==> config.mk <==
export PLATFORM = sky130hd
export DESIGN_NAME = vline_capture
export DESIGN_NICKNAME = d
export VERILOG_FILES = /design/src/rtl/vlc_pkg.sv /design/src/rtl/vlc_edge_bank.sv /design/src/rtl/vlc_first_pick.sv /design/src/rtl/vlc_frame_bank.sv /design/src/rtl/vlc_word_check.sv /design/src/rtl/vline_capture.sv
export SDC_FILE = /design/constraint.sdc
export NUM_CORES = 1
export LEC_CHECK = 0
export BUFFER_PORTS_ARGS = -buffer_cell sky130_fd_sc_hd__buf_2
export CAP_MARGIN = 10
export CORE_AREA = 2 2 216 218
export CTS_CLUSTER_SIZE = 8
export DETAILED_ROUTE_END_ITERATION = 10
export DIE_AREA = 0 0 218 220
export GPL_TIMING_DRIVEN = 0
export PLACE_DENSITY = 0.66
export SYNTH_ARGS = -nofsm -noshare
export SYNTH_HDL_FRONTEND = slang
export SYNTH_HIERARCHICAL = 1
export SYNTH_SLANG_ARGS = --single-unit
==> constraint.sdc <==
create_clock -name clk -period 5.7 [get_ports clk]
set_clock_uncertainty 0.1 [all_clocks]
set_input_delay 1.14 -clock clk [delete_from_list [all_inputs] [get_ports clk]]
set_output_delay 1.14 -clock clk [all_outputs]
set_load 0.02 [all_outputs]
==> src/rtl/vlc_pkg.sv <==
package vlc_pkg;

   typedef enum logic [1:0] {
      CHK_IDLE  = 2'd0,
      CHK_ARMED = 2'd1,
      CHK_RUN   = 2'd2
   } chk_state_t;

   function automatic bit is_pow2(input int unsigned v);
      return (v != 0) && ((v & (v - 1)) == 0);
   endfunction

endpackage

==> src/rtl/vlc_edge_bank.sv <==
module vlc_edge_bank #(
   parameter int N = 16
) (
   input  logic         clk,
   input  logic         rst_n,
   input  logic [N-1:0] sig,
   output logic [N-1:0] rise
);

   if (N < 1) begin : g_bad_n
      $error("vlc_edge_bank: N must be at least 1");
   end

   for (genvar i = 0; i < N; i++) begin : g_ch
      logic prev_q;
      always_ff @(posedge clk) begin
         if (!rst_n) prev_q <= 1'b0;
         else        prev_q <= sig[i];
      end
      assign rise[i] = sig[i] & ~prev_q;
   end

endmodule

==> src/rtl/vlc_first_pick.sv <==
module vlc_first_pick #(
   parameter int N     = 16,
   parameter int IDX_W = (N > 1) ? $clog2(N) : 1
) (
   input  logic [N-1:0]     req,
   output logic             any,
   output logic             multi,
   output logic [IDX_W-1:0] idx
);

   always_comb begin
      idx = '0;
      for (int i = N - 1; i >= 0; i--) begin
         if (req[i]) idx = IDX_W'(i);
      end
   end

   assign any   = |req;
   assign multi = ($countones(req) > 1);

endmodule

==> src/rtl/vlc_frame_bank.sv <==
module vlc_frame_bank #(
   parameter int N     = 16,
   parameter int FW    = 16,
   parameter int IDX_W = (N > 1) ? $clog2(N) : 1
) (
   input  logic             clk,
   input  logic             rst_n,
   input  logic [N-1:0]     wr,
   input  logic [FW-1:0]    din,
   input  logic [IDX_W-1:0] rd_idx,
   output logic [FW-1:0]    dout
);

   logic [FW-1:0] store [N];

   for (genvar i = 0; i < N; i++) begin : g_slot
      always_ff @(posedge clk) begin
         if (!rst_n)     store[i] <= '0;
         else if (wr[i]) store[i] <= din;
      end
   end

   // a write to the selected slot at this edge wins over the stored value
   assign dout = wr[rd_idx] ? din : store[rd_idx];

endmodule

==> src/rtl/vlc_word_check.sv <==
module vlc_word_check
   import vlc_pkg::*;
#(
   parameter int CW = 16
) (
   input  logic          clk,
   input  logic          rst_n,
   input  logic          arm,
   input  logic [CW-1:0] words,
   input  logic          valid,
   output logic          err_short,
   output logic          err_long
);

   chk_state_t    state_q;
   logic [CW-1:0] exp_q;
   logic [CW-1:0] cnt_q;

   always_ff @(posedge clk) begin
      if (!rst_n) begin
         state_q   <= CHK_IDLE;
         exp_q     <= '0;
         cnt_q     <= '0;
         err_short <= 1'b0;
         err_long  <= 1'b0;
      end else if (arm) begin
         state_q <= CHK_ARMED;
         exp_q   <= words;
         cnt_q   <= '0;
      end else begin
         unique case (state_q)
            CHK_IDLE: begin
               if (valid) err_long <= 1'b1;
            end
            CHK_ARMED: begin
               if (valid) begin
                  state_q <= CHK_RUN;
                  if (exp_q == '0) err_long <= 1'b1;
                  else             cnt_q    <= CW'(1);
               end
            end
            CHK_RUN: begin
               if (valid) begin
                  if (cnt_q == exp_q) err_long <= 1'b1;
                  else                cnt_q    <= cnt_q + 1'b1;
               end else begin
                  if (cnt_q < exp_q) err_short <= 1'b1;
                  state_q <= CHK_IDLE;
               end
            end
            default: state_q <= CHK_IDLE;
         endcase
      end
   end


   short_on_drop_chk: assert property (@(posedge clk) disable iff (!rst_n)
      $rose(err_short) |-> !$past(valid) && $past(valid, 2));


   long_on_valid_chk: assert property (@(posedge clk) disable iff (!rst_n)
      $rose(err_long) |-> $past(valid));


   short_sticky_chk: assert property (@(posedge clk) disable iff (!rst_n)
      err_short |=> err_short);


   long_sticky_chk: assert property (@(posedge clk) disable iff (!rst_n)
      err_long |=> err_long);

endmodule

==> src/rtl/vline_capture.sv <==
module vline_capture
   import vlc_pkg::*;
#(
   parameter int NUM_VC  = 16,
   parameter int DT_W    = 6,
   parameter int CNT_W   = 16,
   parameter int LINE_W  = 16,
   parameter int FRAME_W = 16,
   parameter int PPC     = 4,
   localparam int VC_W   = (NUM_VC > 1) ? $clog2(NUM_VC) : 1,
   localparam int PPC_LG = (PPC > 1) ? $clog2(PPC) : 0
) (
   input  logic               clk,
   input  logic               rst_n,
   input  logic [NUM_VC-1:0]  hsync,
   input  logic [NUM_VC-1:0]  vsync,
   input  logic [DT_W-1:0]    dtype_in,
   input  logic [CNT_W-1:0]   pix_count_in,
   input  logic [LINE_W-1:0]  line_in,
   input  logic [FRAME_W-1:0] frame_in,
   input  logic               pix_valid,
   output logic               line_start,
   output logic [VC_W-1:0]    line_vc,
   output logic [DT_W-1:0]    line_dtype,
   output logic [CNT_W-1:0]   line_pixcnt,
   output logic [LINE_W-1:0]  line_num,
   output logic [FRAME_W-1:0] line_frame,
   output logic               err_conflict,
   output logic               err_align,
   output logic               err_short,
   output logic               err_long
);

   if (!is_pow2(PPC)) begin : g_bad_ppc
      $error("vline_capture: PPC must be a power of two");
   end
   if (PPC_LG >= CNT_W) begin : g_bad_cnt
      $error("vline_capture: CNT_W too narrow for PPC");
   end
   if (NUM_VC < 2) begin : g_bad_vc
      $error("vline_capture: NUM_VC must be at least 2");
   end

   logic [NUM_VC-1:0]  hs_rise;
   logic [NUM_VC-1:0]  vs_rise;
   logic               pick_any;
   logic               pick_multi;
   logic [VC_W-1:0]    pick_idx;
   logic [FRAME_W-1:0] frame_sel;
   logic [CNT_W-1:0]   words;
   logic               misalign;

   vlc_edge_bank #(.N(NUM_VC)) u_hs_edge (
      .clk(clk), .rst_n(rst_n), .sig(hsync), .rise(hs_rise));

   vlc_edge_bank #(.N(NUM_VC)) u_vs_edge (
      .clk(clk), .rst_n(rst_n), .sig(vsync), .rise(vs_rise));

   vlc_first_pick #(.N(NUM_VC), .IDX_W(VC_W)) u_pick (
      .req(hs_rise), .any(pick_any), .multi(pick_multi), .idx(pick_idx));

   vlc_frame_bank #(.N(NUM_VC), .FW(FRAME_W), .IDX_W(VC_W)) u_frames (
      .clk(clk), .rst_n(rst_n), .wr(vs_rise), .din(frame_in),
      .rd_idx(pick_idx), .dout(frame_sel));

   if (PPC_LG == 0) begin : g_ppc_one
      assign words    = pix_count_in;
      assign misalign = 1'b0;
   end else begin : g_ppc_multi
      assign words    = pix_count_in >> PPC_LG;
      assign misalign = |pix_count_in[PPC_LG-1:0];
   end

   always_ff @(posedge clk) begin
      if (!rst_n) begin
         line_start   <= 1'b0;
         line_vc      <= '0;
         line_dtype   <= '0;
         line_pixcnt  <= '0;
         line_num     <= '0;
         line_frame   <= '0;
         err_conflict <= 1'b0;
         err_align    <= 1'b0;
      end else begin
         line_start <= pick_any;
         if (pick_any) begin
            line_vc     <= pick_idx;
            line_dtype  <= dtype_in;
            line_pixcnt <= pix_count_in;
            line_num    <= line_in;
            line_frame  <= frame_sel;
            if (misalign) err_align <= 1'b1;
         end
         if (pick_multi) err_conflict <= 1'b1;
      end
   end

   vlc_word_check #(.CW(CNT_W)) u_check (
      .clk(clk), .rst_n(rst_n), .arm(pick_any), .words(words),
      .valid(pix_valid), .err_short(err_short), .err_long(err_long));


   strobe_cause_chk: assert property (@(posedge clk) disable iff (!rst_n)
      line_start |-> $past(|hs_rise));


   pick_is_request_chk: assert property (@(posedge clk) disable iff (!rst_n)
      pick_any |-> hs_rise[pick_idx]);


   pick_lowest_chk: assert property (@(posedge clk) disable iff (!rst_n)
      pick_any |-> ((hs_rise & ((NUM_VC'(1) << pick_idx) - NUM_VC'(1))) == '0));


   conflict_set_chk: assert property (@(posedge clk) disable iff (!rst_n)
      ($countones(hs_rise) > 1) |=> err_conflict);


   conflict_sticky_chk: assert property (@(posedge clk) disable iff (!rst_n)
      err_conflict |=> err_conflict);


   align_with_strobe_chk: assert property (@(posedge clk) disable iff (!rst_n)
      $rose(err_align) |-> line_start);

endmodule

## After elaboration in Yosys (flattened, before gate mapping)

Memories as Yosys holds them, arrays and structs flattened.
Cells that the tools add are included.

| storage, ports and cells | value |
|---|---|
| register bits | 127 |
| RAM bits | 256 |
| input bits | 89 |
| word-level logic and storage cells | 276 |
| memories kept | 1 |

| cells by class | value |
|---|---|
| add/sub/neg operators | 16 |
| magnitude comparators | 3 |
| equal/unequal tests | 14 |
| muxes and demuxes | 99 |
| bitwise gates (word level) | 84 |
| reductions and logical operators | 13 |

Memories:

| name | depth | bits a word | rd ports | clocked after Yosys merged registers in | write ports | line | RTL |
|---|---|---|---|---|---|---|---|
| u_frames.store | 16 | 16 | 1 | 0 | 16 | vlc_frame_bank.sv:14 | `logic [FW-1:0] store [N];` |

Operators with widths:

| kind | number |
|---|---|
| two-way mux 16 bit | 21 |
| adder 32 bit | 7 |
| two-way mux 4 bit | 16 |
| two-way mux 1 bit | 56 |
| inverter 1 bit | 36 |
| AND 1 bit | 32 |
| > comparator 32 x 2 -> 1 bit (second input constant) | 1 |
| one-hot mux 16 bit (2 select lines) | 1 |
| OR reduction 17 bit | 1 |
| adder 1 x 1 -> 2 bit | 8 |
| adder 16 x 1 -> 16 bit (second input constant) | 1 |
| == test 16 x 14 -> 1 bit | 1 |
| zero test 16 bit | 1 |
| less-than comparator 16 x 14 -> 1 bit | 1 |
| OR 1 bit | 16 |
| OR reduction 16 bit | 1 |
| inequality test 2 bit (second input constant) | 7 |
| AND reduction 7 bit | 1 |
| inequality test 3 bit (second input constant) | 2 |
| one-hot mux 2 bit (3 select lines) | 1 |
| AND reduction 3 bit | 2 |
| less-than comparator 4 x 5 -> 1 bit (second input constant) | 1 |
| AND reduction 5 bit | 1 |
| binary-select mux 1 bit (select 4 bit) | 1 |
| 11 further kinds | 13 |

## Longest topological paths before layout

| depth | value |
|---|---|
| word-level depth | 21 |
| gate-level depth with buffers | 16 |
| mapped depth without buffers | 16 |

## Cells and area by module

The synthesis kept the hierarchy.

By module, submodules not included:

| module | instances | cells each | area an instance (um2) | seq. area each (um2) |
|---|---|---|---|---|
| vlc_frame_bank | 1 | 752 | 11885.1 | 7687.4 |
| vline_capture | 1 | 196 | 2319.7 | 1221.2 |
| vlc_word_check | 1 | 217 | 2020.7 | 720.7 |
| vlc_edge_bank | 2 | 49 | 531.8 | 320.3 |
| vlc_first_pick | 1 | 80 | 690.7 | 0.0 |

## Least setup slack after synthesis

OpenSTA, ideal clock, no wires.

| timing | value |
|---|---|
| kind | input port to flip-flop |
| start point | input hsync[0] |
| end point | register err_conflict |
| setup time | 115 ps |
| data arrival time | 4565 ps |
| required time | 5485 ps |
| slack | 920 ps |
| stages on the path | 12 |
| buffers on the path | 0 |
| path through | nor2b_1 > inv_1 > fa_1 > fa_1 > fa_1 > fa_1 > inv_1 > ha_1 > fa_1 > nor4_1 > nand2_1 > o21a_1 |

| on the way | value |
|---|---|
| cells in the longest elaborated chain, start to end | 6 |

RTL lines:

| what | line | RTL |
|---|---|---|
| start: declaration | vline_capture.sv:15 | `input logic [NUM_VC-1:0] hsync,` |
| AND 1 bit | vlc_edge_bank.sv:20 | `assign rise[i] = sig[i] & ~prev_q;` |
| adder 1 x 1 -> 2 bit (not written as such) | vlc_first_pick.sv:19 | `assign multi = ($countones(req) > 1);` |
| adder 32 bit (not written as such) (3 in a row) | vlc_first_pick.sv:19 |  |
| > comparator 32 x 2 -> 1 bit | vlc_first_pick.sv:19 |  |
| net pick_multi | vline_capture.sv:47 | `logic pick_multi;` |
| end signal: assignment | vline_capture.sv:82 | `err_conflict <= 1'b0;` |
| end signal: assignment | vline_capture.sv:94 | `if (pick_multi) err_conflict <= 1'b1;` |
| end: declaration | vline_capture.sv:28 | `output logic err_conflict,` |

The timed path passes the listed nets, and every way through them passes these cells.
A chain may end at the register's enable or synchronous reset.

## Worst setup path after layout

| timing | value |
|---|---|
| start point | input hsync[11] |
| end point | register line_frame[14] |

| on the way | value |
|---|---|
| cells in the longest elaborated chain, start to end | 16 |

RTL lines:

| what | line | RTL |
|---|---|---|
| AND 1 bit * | vlc_edge_bank.sv:20 |  |
| net hs_rise[11] | vline_capture.sv:44 | `logic [NUM_VC-1:0] hs_rise;` |
| two-way mux 4 bit * (12 in a row) | vlc_first_pick.sv:14 | `if (req[i]) idx = IDX_W'(i);` |
| net pick_idx[2] | vline_capture.sv:48 | `logic [VC_W-1:0] pick_idx;` |
| binary-select mux 1 bit (select 4 bit) | vlc_frame_bank.sv:24 | `assign dout = wr[rd_idx] ? din : store[rd_idx];` |
| two-way mux 1 bit (not written as such) | vlc_frame_bank.sv:24 |  |
| two-way mux 16 bit * | vlc_frame_bank.sv:24 |  |
| net frame_sel[14] | vline_capture.sv:49 | `logic [FRAME_W-1:0] frame_sel;` |
| end signal: assignment | vline_capture.sv:91 | `line_frame <= frame_sel;` |
| end: declaration | vline_capture.sv:27 | `output logic [FRAME_W-1:0] line_frame,` |

Mark *: on every way through the listed nets, which the timed path passes. The rest lies on a longest branch. The select of a mux whose other input is x is not followed.

==> flow_summary.ini <==
[flow_run]
maxCapViolCount = 0

[setup_path]
critPathMaxStageDelay_ns = 0.72
worstSetupEndpointType = flop
worstSetupStartpoint = hsync[11]
critical_path_class = in -> reg
timing.rr.start = u_hs_edge/g_ch[14].prev_q$_SDFF_PN0_
cpMaxStageDelayCell = a21oi_1
cp_max_fo = 10
crit_chain = buf_2 -> nor2b_1 -> nor4_1 -> nand2_1 -> a21oi_1 -> buf_2 -> clkbuf_1 -> mux4_2 -> a22oi_1 -> nand2_1 -> mux2_2 -> mux2i_1 -> nor2b_1
critPathBufInv = 3
startpoint_type = primary input
critPathTopFamily = buffers and inverters
critical_path_arrival_ns = 5.07
worstPathRequired_ns = 6.07

[route]
route.vias.total = 12150
antenna_left = 0
routedWlPerCell_um = 22.60
vias_per_cell = 5.531
drt_wl_total_um = 49630
drtIter0Drc = 1136
dr.pass1.iters = 5
drcViolationCount = 0

[logic_synthesis]
synth_fa_ha_area_share_pct = 3.521
yosysSeqAreaShare_pct = 57.12
synthesis.area_mm2 = 0.01798
synth_cells = 1343
syn_avg_cell_area_um2 = 13.39
synth-xor-area-share_pct = 0.04871
ys_types = 59
synthMuxAreaShare_pct = 13.91
yosys_warnings = 6
synth_compound_area_share_pct = 3.967
synth_simple_gate_area_share_pct = 17.29
synth_top_family_by_area = simple AND/OR/NAND/NOR gates
ys_seq_elements = 385

[layout]
nets = 1683
drive_above_1_share_pct = 20.84
synthToLayoutAreaGrowth_pct = 17.09
fin_util_pct = 45.90
fin_area_mm2 = 0.02105

[sta]
relSlewSlack_pct = 26.93
rsz0062_at_grt = no
hold_viol_final = 0
worstMarginPinSlew_ns = 1.096
drv_slew = 0
holdWs_ns = 0.3631
finalWorstSetupSlack_ns = 0.9983
fmax_ghz = 0.2127
min_period_ns = 4.702
finalSetupTns_ns = 0
setup_viol = 0
finalCritPeriodShare_pct = 82.49

[place]
dpl_worst_slack_ns = 0.4946
gp_congestion = 0.8730
postPlaceCellArea_mm2 = 0.01949
io_buffers = 150
hpwlAfterDp_um = 34320

[clocking]
cts_tree = done
cts_resized = 0
clkTransAtPathRegs_ns = 0.05
cts_sinks = 385
cts-buffers-inserted = 54
clockBufferDepth = 3
hold_buffers = 0
postCtsSetupBuffers = 0
cts-root-buf = clkbuf_16
h-tree-depth = 2
clk_latency_ns = 0.61

[pwr]
pwr-share-comb_pct = 13.3
p_leak_nw = 9.450
internal_power_mw = 5.342
p_sw_share_pct = 25.30
power_frac_seq_pct = 45.4
clkPwrFrac_pct = 41.4
ir_drop_mv = 0.2531
power.density_mw_per_mm2 = 339.7
p_switching_mw = 1.809

[grt]
grt_start_max_net_pins = 26
antenna_found_initial = 5
grt_util_all_layers_pct = 20.88
overflow = 0
grt_pass1_vias = 12430
grt_pass1_wl_um = 74660

[die]
chipWidth_um = 218
io_pins = 152
rows = 79
die-area_mm2 = 0.04796
initial_core_util_pct = 39.20
core_area_mm2 = 0.04586
die_h_um = 220

[outcome]
outcome = completed

[worst_hold_path]
hold_path_class = reg -> reg
hp-start = err_conflict$_SDFFE_PN0P_
-- registers in the layout (all words and copies together) (netlist names) --
signal and count:
u_frames/store 256, line_frame 16, line_num 16, line_pixcnt 16, u_check/cnt_q 16, u_check/exp_q 16, u_hs_edge/g_ch.prev_q 16, u_vs_edge/g_ch.prev_q 16
line_dtype 6, line_vc 4, u_check/state_q 2, err_align 1, err_conflict 1, line_start 1, u_check/err_long 1, u_check/err_short 1
-- through the flow --
step / power, mW / instances
after floorplan: 3.905 / 1344
after global placement: 4.215 / 2101
after detailed placement: 4.243 / 2101
after CTS: 7.216 / 2195
after global routing: 7.421 / 2195
final: 7.152 / 2196
-- Yosys cell counts, drive strengths merged --
| library cell | n | area share (%) |
|---|---|---|
| nand2 | 26 | 0.58 |
| nand4 | 6 | 0.21 |
| o21bai | 1 | 0.042 |
| buf | 31 | 1.6 |
| mux4 | 68 | 8.6 |
| a21boi | 1 | 0.042 |
| mux2 | 16 | 1.2 |
| a21o | 4 | 0.17 |
| or4 | 2 | 0.083 |
| nand2b | 19 | 0.74 |
| a311oi | 1 | 0.049 |
| inv | 45 | 0.94 |
| edfxtp | 256 | 43 |
| o311a | 1 | 0.056 |
| and2b | 1 | 0.049 |
| conb | 1 | 0.021 |
| nor2 | 11 | 0.23 |
| and3 | 257 | 8.9 |
| o2111ai | 2 | 0.13 |
| o21a | 4 | 0.17 |
| xnor2 | 1 | 0.049 |
| or3 | 12 | 0.42 |
| nor3 | 2 | 0.056 |
| a32o | 1 | 0.056 |
| a22oi | 35 | 1.5 |
| o211ai | 3 | 0.15 |
| nor2b | 109 | 3.8 |
| a211oi | 2 | 0.083 |
| o21ai | 18 | 0.50 |
| nor4b | 1 | 0.049 |
| dfxtp | 129 | 14 |
| a41oi | 3 | 0.29 |
| nand3 | 7 | 0.19 |
| mux2i | 74 | 4.1 |
| and4 | 5 | 0.27 |
| o31ai | 3 | 0.13 |
| a21oi | 21 | 0.58 |
| fa | 11 | 1.2 |
| nor4 | 9 | 0.49 |
| ha | 33 | 2.3 |
| and2 | 34 | 1.2 |
| clkbuf | 77 | 1.6 |
-- final cells by class --
type / count / area [um2]
Inverter: 45 / 168.9
Timing Repair Buffer: 150 / 750.7
Antenna cell: 1 / 2.502
Clock inverter: 4 / 60.06
Multi-Input combinational cell: 806 / 6973
Sequential cell: 385 / 10270
Clock buffer: 90 / 1496
Buffer: 108 / 571.8
Fill cell: 4162 / 24810
Tap cell: 607 / 759.5
-- power groups by stage --
stage                     Sequential [mW]  Clock, mW  Combinational (mW)
after global routing                 3.26       3.13                1.03
after detailed placement             3.30          0               0.946
after floorplan                      3.32          0               0.587
after global placement               3.29          0               0.927
after CTS                            3.24       3.02               0.949
final                                3.24       2.96               0.948
-- layout by cell type, fill, tap and decap left out, types with 12 or more instances in the layout --
cell and n:
nand2b_1 17, mux4_2 65, mux2i_1 74, nor2b_1 109
or3_1 12, and2_1 34, nand2_1 25, buf_2 153
ha_1 33, o21ai_0 12, clkbuf_1 111, a22oi_1 33
and3_1 257, a21oi_1 21, edfxtp_1 256, inv_1 45
clkbuf_16 54, dfxtp_1 129
-- worst register-to-register path, stage by stage, from the launching register on --
cell      delay (ns)
dfxtp_1         0.30
nor2b_1         0.15
inv_1           0.10
ha_1            0.24
nand2_1         0.07
nand2_1         0.05
a21oi_1         0.72
buf_2           0.41
clkbuf_1        0.70
mux4_2          0.45
a22oi_1         0.31
nand2_1         0.08
mux2_2          0.32
mux2i_1         0.14
nor2b_1         0.06
-- per-layer routing --
layer  global-route usage [%]  share of wire [%]  vias up
met5                        0              0.042        -
met4                    8.912                4.0        4
met3                    5.369                 10      129
met2                    33.33                 46      591
met1                    26.96                 40     5998
li1                         -                  -     5424
-- logic make-up (layout without fill, tap and decap cells) --
kind of cell | Yosys count | after routing
adder cells (fa/ha/maj) | 44 | 44
AO/OA/AOI/OAI | 100 | 100
flip-flops | 385 | 385
buffers and inverters | 153 | 397
multiplexers | 158 | 158
XOR/XNOR | 1 | 1
AND/OR/NAND/NOR | 501 | 501
other | 1 | 3
-- path summary, 6_finish.rpt --
check                                                   end  slack, ns  cells after the start
worst max-delay path            line_frame[14]$_SDFFE_PN0P_        1.0                     13
worst min-delay path              err_conflict$_SDFFE_PN0P_       0.36                      1
worst max register to register  line_frame[14]$_SDFFE_PN0P_       1.39                     14
worst min register to register    err_conflict$_SDFFE_PN0P_       0.36                      1
No activity file was read; power rests on OpenSTA's default activity.
